===== config.mk =====
export PLATFORM = sky130hd
export DESIGN_NAME = mesh_xy_walker
export DESIGN_NICKNAME = d
export VERILOG_FILES = /design/src/rtl/mesh_route_pkg.sv /design/src/rtl/xy_port_select.sv /design/src/rtl/xy_link_index.sv /design/src/rtl/xy_route_unit.sv /design/src/rtl/path_monitor.sv /design/src/rtl/mesh_xy_walker.sv
export SDC_FILE = /design/constraint.sdc
export NUM_CORES = 1
export LEC_CHECK = 0
export ABC_CLOCK_PERIOD_IN_PS = 3600
export CAP_MARGIN = 20
export CORE_ASPECT_RATIO = 2
export CORE_MARGIN = 2
export CORE_UTILIZATION = 54
export DETAILED_ROUTE_END_ITERATION = 10
export GPL_TIMING_DRIVEN = 0
export MAX_ROUTING_LAYER = met4
export PLACE_DENSITY = 0.92
export SLEW_MARGIN = 20
export SYNTH_ARGS = -nofsm -noshare
export SYNTH_HDL_FRONTEND = slang
export SYNTH_SLANG_ARGS = --single-unit

===== constraint.sdc =====
create_clock -name clk -period 3.6 [get_ports clk]
set_input_delay 1.08 -clock clk [delete_from_list [all_inputs] [get_ports clk]]
set_output_delay 1.08 -clock clk [all_outputs]
set_load 0.01 [all_outputs]

===== src/rtl/mesh_route_pkg.sv =====
// Shared types for the XY mesh route computation.
// Assumes: a five-port router (local plus four mesh directions).
package mesh_route_pkg;

    // Output port codes; the numeric values are visible on out_port.
    typedef enum logic [2:0] {
        PORT_LOCAL = 3'd0,
        PORT_XPOS  = 3'd1,
        PORT_XNEG  = 3'd2,
        PORT_YPOS  = 3'd3,
        PORT_YNEG  = 3'd4
    } port_e;

endpackage


===== src/rtl/xy_port_select.sv =====
// Dimension-ordered port choice: X is corrected first, then Y.
// Assumes both coordinate pairs are inside the mesh.
module xy_port_select
    import mesh_route_pkg::*;
#(
    parameter int XW = 3,
    parameter int YW = 3
) (
    input  logic [XW-1:0] cur_x,
    input  logic [YW-1:0] cur_y,
    input  logic [XW-1:0] dst_x,
    input  logic [YW-1:0] dst_y,
    output port_e         port_sel,
    output logic          arrived
);

    // Pick the port from the coordinate comparison, X axis first.
    always_comb begin
        arrived = 1'b0;
        if (cur_x < dst_x) begin
            port_sel = PORT_XPOS;
        end else if (cur_x > dst_x) begin
            port_sel = PORT_XNEG;
        end else if (cur_y < dst_y) begin
            port_sel = PORT_YPOS;
        end else if (cur_y > dst_y) begin
            port_sel = PORT_YNEG;
        end else begin
            port_sel = PORT_LOCAL;
            arrived  = 1'b1;
        end
    end

endmodule


===== src/rtl/xy_link_index.sv =====
// Deadlock-ordering number of the unidirectional link a hop uses.
// Assumes the port never points off the mesh edge (guaranteed by XY choice).
module xy_link_index
    import mesh_route_pkg::*;
#(
    parameter int MESH_X = 6,
    parameter int MESH_Y = 5,
    parameter int XW     = 3,
    parameter int YW     = 3,
    parameter int LW     = 4
) (
    input  logic [XW-1:0] cur_x,
    input  logic [YW-1:0] cur_y,
    input  port_e         port_sel,
    output logic [LW-1:0] link
);

    localparam logic [LW-1:0] X_HIGH  = LW'(MESH_X - 1);
    localparam logic [LW-1:0] Y_BASE  = LW'(MESH_X);
    localparam logic [LW-1:0] Y_NEG_T = LW'(MESH_X + MESH_Y);

    logic [LW-1:0] x_wide;
    logic [LW-1:0] y_wide;

    // Widen coordinates to the link number width.
    always_comb begin
        x_wide = LW'(cur_x);
        y_wide = LW'(cur_y);
    end

    // Map the hop direction and position to its link number.
    always_comb begin
        unique case (port_sel)
            PORT_XPOS: link = x_wide + LW'(1);
            PORT_XNEG: link = X_HIGH - x_wide;
            PORT_YPOS: link = y_wide + Y_BASE;
            PORT_YNEG: link = Y_NEG_T - y_wide;
            default:   link = '0;
        endcase
    end

endmodule


===== src/rtl/xy_route_unit.sv =====
// Route-computation stage: port choice plus link number for one header.
// Purely combinational; the caller registers position and destination.
module xy_route_unit
    import mesh_route_pkg::*;
#(
    parameter int MESH_X = 6,
    parameter int MESH_Y = 5,
    parameter int XW     = 3,
    parameter int YW     = 3,
    parameter int LW     = 4
) (
    input  logic [XW-1:0] cur_x,
    input  logic [YW-1:0] cur_y,
    input  logic [XW-1:0] dst_x,
    input  logic [YW-1:0] dst_y,
    output port_e         port_sel,
    output logic          arrived,
    output logic [LW-1:0] link
);

    xy_port_select #(.XW(XW), .YW(YW)) u_sel (
        .cur_x    (cur_x),
        .cur_y    (cur_y),
        .dst_x    (dst_x),
        .dst_y    (dst_y),
        .port_sel (port_sel),
        .arrived  (arrived)
    );

    xy_link_index #(
        .MESH_X(MESH_X), .MESH_Y(MESH_Y), .XW(XW), .YW(YW), .LW(LW)
    ) u_link (
        .cur_x    (cur_x),
        .cur_y    (cur_y),
        .port_sel (port_sel),
        .link     (link)
    );

endmodule


===== src/rtl/path_monitor.sv =====
// Counts hops of one path, checks strict rise of link numbers and
// compares the final count with the expected length.
// Assumes clear and hop_fire are never high together.
module path_monitor #(
    parameter int LW = 4,
    parameter int HW = 4
) (
    input  logic          clk,
    input  logic          rst_n,
    input  logic          clear,
    input  logic          hop_fire,
    input  logic [LW-1:0] link,
    input  logic          finish,
    input  logic [HW-1:0] expected_len,
    output logic [HW-1:0] hop_count,
    output logic          violation,
    output logic          mismatch
);

    logic [HW-1:0] hop_q;
    logic [LW-1:0] prev_link_q;
    logic          have_prev_q;
    logic          viol_q;
    logic          mism_q;

    // Hop counter and last link number of the current path.
    always_ff @(posedge clk) begin
        if (!rst_n) begin
            hop_q       <= '0;
            prev_link_q <= '0;
            have_prev_q <= 1'b0;
        end else if (clear) begin
            hop_q       <= '0;
            prev_link_q <= '0;
            have_prev_q <= 1'b0;
        end else if (hop_fire) begin
            hop_q       <= hop_q + HW'(1);
            prev_link_q <= link;
            have_prev_q <= 1'b1;
        end
    end

    // Sticky ordering flag, cleared by a new path.
    always_ff @(posedge clk) begin
        if (!rst_n) begin
            viol_q <= 1'b0;
        end else if (clear) begin
            viol_q <= 1'b0;
        end else if (hop_fire && have_prev_q && (link <= prev_link_q)) begin
            viol_q <= 1'b1;
        end
    end

    // Length comparison at the end of a path.
    always_ff @(posedge clk) begin
        if (!rst_n) begin
            mism_q <= 1'b0;
        end else if (clear) begin
            mism_q <= 1'b0;
        end else if (finish) begin
            mism_q <= (hop_q != expected_len);
        end
    end

    assign hop_count = hop_q;
    assign violation = viol_q;
    assign mismatch  = mism_q;

endmodule


===== src/rtl/mesh_xy_walker.sv =====
// Hop-sequencing wrapper: loads a source/destination pair and steps the
// header one hop per cycle using the XY route unit until it arrives.
// Assumes all coordinates are inside the MESH_X by MESH_Y mesh.
module mesh_xy_walker
    import mesh_route_pkg::*;
#(
    parameter int MESH_X = 6,
    parameter int MESH_Y = 5,
    localparam int XW = (MESH_X > 2) ? $clog2(MESH_X) : 1,
    localparam int YW = (MESH_Y > 2) ? $clog2(MESH_Y) : 1,
    localparam int LW = $clog2(MESH_X + MESH_Y),
    localparam int HW = $clog2(MESH_X + MESH_Y - 1)
) (
    input  logic          clk,
    input  logic          rst_n,
    input  logic          start,
    input  logic [XW-1:0] src_x,
    input  logic [YW-1:0] src_y,
    input  logic [XW-1:0] dst_x,
    input  logic [YW-1:0] dst_y,
    output logic          busy,
    output logic          done,
    output logic [XW-1:0] cur_x,
    output logic [YW-1:0] cur_y,
    output logic          hop_valid,
    output logic [2:0]    out_port,
    output logic [LW-1:0] link_num,
    output logic [HW-1:0] hop_count,
    output logic          path_mismatch,
    output logic          order_violation
);

    logic          busy_q;
    logic          done_q;
    logic [XW-1:0] cur_x_q;
    logic [YW-1:0] cur_y_q;
    logic [XW-1:0] dst_x_q;
    logic [YW-1:0] dst_y_q;
    logic [HW-1:0] exp_len_q;

    port_e         port_sel;
    logic          arrived;
    logic [LW-1:0] link;
    logic          accept;
    logic          hop_fire;
    logic          finish;
    logic [XW-1:0] dx_abs;
    logic [YW-1:0] dy_abs;

    xy_route_unit #(
        .MESH_X(MESH_X), .MESH_Y(MESH_Y), .XW(XW), .YW(YW), .LW(LW)
    ) u_route (
        .cur_x    (cur_x_q),
        .cur_y    (cur_y_q),
        .dst_x    (dst_x_q),
        .dst_y    (dst_y_q),
        .port_sel (port_sel),
        .arrived  (arrived),
        .link     (link)
    );

    // Handshake decode: new path, hop, arrival.
    always_comb begin
        accept   = start && !busy_q;
        hop_fire = busy_q && !arrived;
        finish   = busy_q && arrived;
    end

    // Manhattan distance of the incoming request.
    always_comb begin
        dx_abs = (src_x > dst_x) ? (src_x - dst_x) : (dst_x - src_x);
        dy_abs = (src_y > dst_y) ? (src_y - dst_y) : (dst_y - src_y);
    end

    // Path control: busy and the one-cycle done pulse.
    always_ff @(posedge clk) begin
        if (!rst_n) begin
            busy_q <= 1'b0;
            done_q <= 1'b0;
        end else begin
            done_q <= finish;
            if (accept) begin
                busy_q <= 1'b1;
            end else if (finish) begin
                busy_q <= 1'b0;
            end
        end
    end

    // Destination and expected length, captured on an accepted start.
    always_ff @(posedge clk) begin
        if (!rst_n) begin
            dst_x_q   <= '0;
            dst_y_q   <= '0;
            exp_len_q <= '0;
        end else if (accept) begin
            dst_x_q   <= dst_x;
            dst_y_q   <= dst_y;
            exp_len_q <= HW'(dx_abs) + HW'(dy_abs);
        end
    end

    // Header position: load the source, then move one step per hop.
    always_ff @(posedge clk) begin
        if (!rst_n) begin
            cur_x_q <= '0;
            cur_y_q <= '0;
        end else if (accept) begin
            cur_x_q <= src_x;
            cur_y_q <= src_y;
        end else if (hop_fire) begin
            unique case (port_sel)
                PORT_XPOS: cur_x_q <= cur_x_q + XW'(1);
                PORT_XNEG: cur_x_q <= cur_x_q - XW'(1);
                PORT_YPOS: cur_y_q <= cur_y_q + YW'(1);
                PORT_YNEG: cur_y_q <= cur_y_q - YW'(1);
                default:   cur_x_q <= cur_x_q;
            endcase
        end
    end

    path_monitor #(.LW(LW), .HW(HW)) u_mon (
        .clk          (clk),
        .rst_n        (rst_n),
        .clear        (accept),
        .hop_fire     (hop_fire),
        .link         (link),
        .finish       (finish),
        .expected_len (exp_len_q),
        .hop_count    (hop_count),
        .violation    (order_violation),
        .mismatch     (path_mismatch)
    );

    assign busy      = busy_q;
    assign done      = done_q;
    assign cur_x     = cur_x_q;
    assign cur_y     = cur_y_q;
    assign hop_valid = hop_fire;
    assign out_port  = port_sel;
    assign link_num  = link;

endmodule


==> results.ini, run 1 <==
[outcome]
status=finished clean

[die]
dieHeight_um=94.8
dieArea_mm2=0.00468
rows=33
core_area_mm2=0.00405
initial_core_util=0.550
io_pins=37
die-width_um=49.4

[detailed_routing]
vias=2018
drt-initial-drc-count=36
drt_wl_total_um=5630
drtPass1Iterations=4
drc=0
routedWlPerCell_um=15.5
drt.antenna.violating_nets=0
viasPerCell=5.57

[power]
clkPwrFrac=0.162
peakVddDrop_v=0.000328
switching_share=0.407
pwr-share-comb=0.592
p_leak_uw=0.00132
cellPowerDensity_mw_per_mm2=558
p_int_uw=965
pwr-share-seq=0.246
p_sw_uw=663
power.total_uw=1630

[sta]
hold_viol_final=0
maxSlewHeadroom=0.699
fin_ws_ns=0.0626
timing.fmax_mhz=283
rsz0062_at_grt=no
setup_violations=0
fin_crit_sh=0.983
slew_violations=0
min_period_ns=3.54
whs_ns=0.488
clock_skew_ns=0.00416
worst_pin_slew_ns=0.452

[setup_path]
endpoint_kind=primary output
path_max_fanout=9
timing.rr.start=cur_x[1]$_SDFFE_PN0P_
rr_endpoint=u_mon.violation$_SDFFE_PP0P_
critPathKind=flip-flop to primary output
reg2reg_depth=13
worst-r2r-setup-slack_ns=0.58
cp.required_ns=2.52
worst_setup_path_start_kind=flip-flop
arrival_ns=2.46
startpoint=cur_x[1]$_SDFFE_PN0P_
critPathCapture=link_num[1]

[final_layout]
nNetsFinal=362
drive_gt1_frac=0.168
area_growth_pct=31.0
diodes=0
final_cell_mix=inv_1 (32), clkdlybuf4s50_1 (29), ha_1 (28)
final_common_cell=inv_1

[placed_design]
dp_hpwl_um=4070
portBuffers=35
gp_congestion=0.907
place_ws_ns=-0.295

[clock_tree]
clockRootBuffer=clkbuf_8
cts_tree=done
htree_levels=2
worstSkewPairLatency_ns=0.28
clockBufferDepth=2
cts.sinks=29
cts_buffers=5
postCtsHoldBufs=0
clk_pin_slew_ns=0.07

[global_route]
grt_pass1_wl_um=8740
grt_overflow=0
grt_max_degree=11
grtUsageTotal=0.252
antenna_found_initial=0
first_global_vias=1995

[logic_synthesis]
syn_area_per_cell_um2=8.69
synthesis.area_mm2=0.00223
yosysWarnings=0
synth_edf_count=0
syn-num-nets=309
seq_area_frac_synth=0.261
synthFlopType=dfxtp_1
synth-seq-cells=29
netlist_instances=256
ys_async_sr_fraction=0
synth_cell_types=45

[worst_hold_path]
hold_class=flip-flop to flip-flop

[job]
maxCapViolCount=0

[worst min path at each step]
stage	start	endpoint	slack, ns	depth (start not counted)
after global routing	dst_y_q[1]$_SDFFE_PN0P_	dst_y_q[1]$_SDFFE_PN0P_	0.50	2
final	dst_y_q[2]$_SDFFE_PN0P_	dst_y_q[2]$_SDFFE_PN0P_	0.49	2
after floorplan	u_mon.have_prev_q$_SDFFE_PP0P_	u_mon.have_prev_q$_SDFFE_PP0P_	0.44	2
after detailed placement	dst_y_q[2]$_SDFFE_PN0P_	dst_y_q[2]$_SDFFE_PN0P_	0.46	2
after global placement	u_mon.have_prev_q$_SDFFE_PP0P_	u_mon.have_prev_q$_SDFFE_PP0P_	0.45	2
after CTS	dst_y_q[1]$_SDFFE_PN0P_	dst_y_q[1]$_SDFFE_PN0P_	0.48	2
[registers in the layout, indices dropped and copies added (netlist names), 3 cells and up]
register	count
cur_x	3
cur_y	3
dst_x_q	3
dst_y_q	3
exp_len_q	4
u_mon.hop_count	4
u_mon.prev_link_q	4
[kinds of logic after synthesis]
family / after synthesis / share of synthesized area
simple gates: 73 / 0.166
flops: 29 / 0.261
compound gates: 54 / 0.176
mux: 5 / 0.0236
buf+inv: 43 / 0.0804
fa+ha+maj: 38 / 0.237
xor+xnor: 14 / 0.0551
[synth_stat cells (3+ instances only)]
library cell	number	area, µm²
nor3_1	5	25.0
mux2i_1	3	30.0
inv_1	34	128
fa_1	7	140
xor2_1	8	70.1
xnor2_1	6	52.6
nor2_1	22	82.6
a21boi_0	8	60.1
o21ai_0	10	50.1
nand2_1	25	93.8
nor2b_1	5	31.3
ha_1	31	388
a211oi_1	3	22.5
dfxtp_1	29	581
a311oi_1	4	35.0
o21a_1	3	22.5
clkbuf_1	5	18.8
a21oi_1	9	45.0
[through the flow]
stage          area [µm²]  cells  setup TNS, ns  utilization
2_1_floorplan        2230    256              0            -
3_3_place_gp         2640    343         -0.745        0.653
3_5_place_dp         2640    343          -1.14        0.653
4_1_cts              2840    355              0        0.701
5_1_grt              2920    362              0        0.721
6_report             2920    362              0        0.721
[area by class of cell]
cell class,instances,area (µm²)
plain buffers,9,51.3
fillers,314,1130
multi-input cells,184,1560
repair buffers,46,433
clock inverters,3,17.5
well taps,52,65.1
flip-flops and latches,29,592
inverters,34,128
clock buffers,5,68.8
[routing by layer]
layer	wire length, µm	GRT usage	up-vias
met5	0	-	-
met4	312	0.181	0
met3	122	0.0222	26
met2	3250	0.476	50
met1	1940	0.230	963
li1	-	-	979
[what timing repair did]
| action | in CTS | in global routing |
|---|---|---|
| pin swaps | 4 | 6 |
| setup buffers | 4 | 7 |
| endpoints found under the setup margin | 5 | 5 |
| gates resized for setup | 22 | 11 |
[power by group through the flow]
| stage | Clock [µW] | Combinational [µW] | Sequential [µW] |
|---|---|---|---|
| CTS | 263 | 898 | 398 |
| detailed placement | 0 | 808 | 402 |
| global placement | 0 | 783 | 400 |
| floorplan | 0 | 531 | 400 |
| finish | 263 | 964 | 401 |
| global route | 276 | 1050 | 405 |
[critical path: stages, from the launching register on]
cell and delay [ns]:
dfxtp_4 0.38, ha_1 0.32, nand2b_1 0.16, o2bb2ai_4 0.21
nor2_2 0.09, ha_2 0.20, a2111oi_4 0.37, nor2_1 0.12
dlygate4sd2_1 0.31
Power figures use the tool's default switching activity.
==> run 2: changes to the inputs <==
--- a/config.mk
+++ b/config.mk
@@ -6,7 +6,6 @@
 export NUM_CORES = 1
 export LEC_CHECK = 0
 export ABC_CLOCK_PERIOD_IN_PS = 3600
-export CAP_MARGIN = 20
 export CORE_ASPECT_RATIO = 2
 export CORE_MARGIN = 2
 export CORE_UTILIZATION = 54
==> results of run 2 <==
The final DEF is identical to that of run 1; final timing and power are the same.
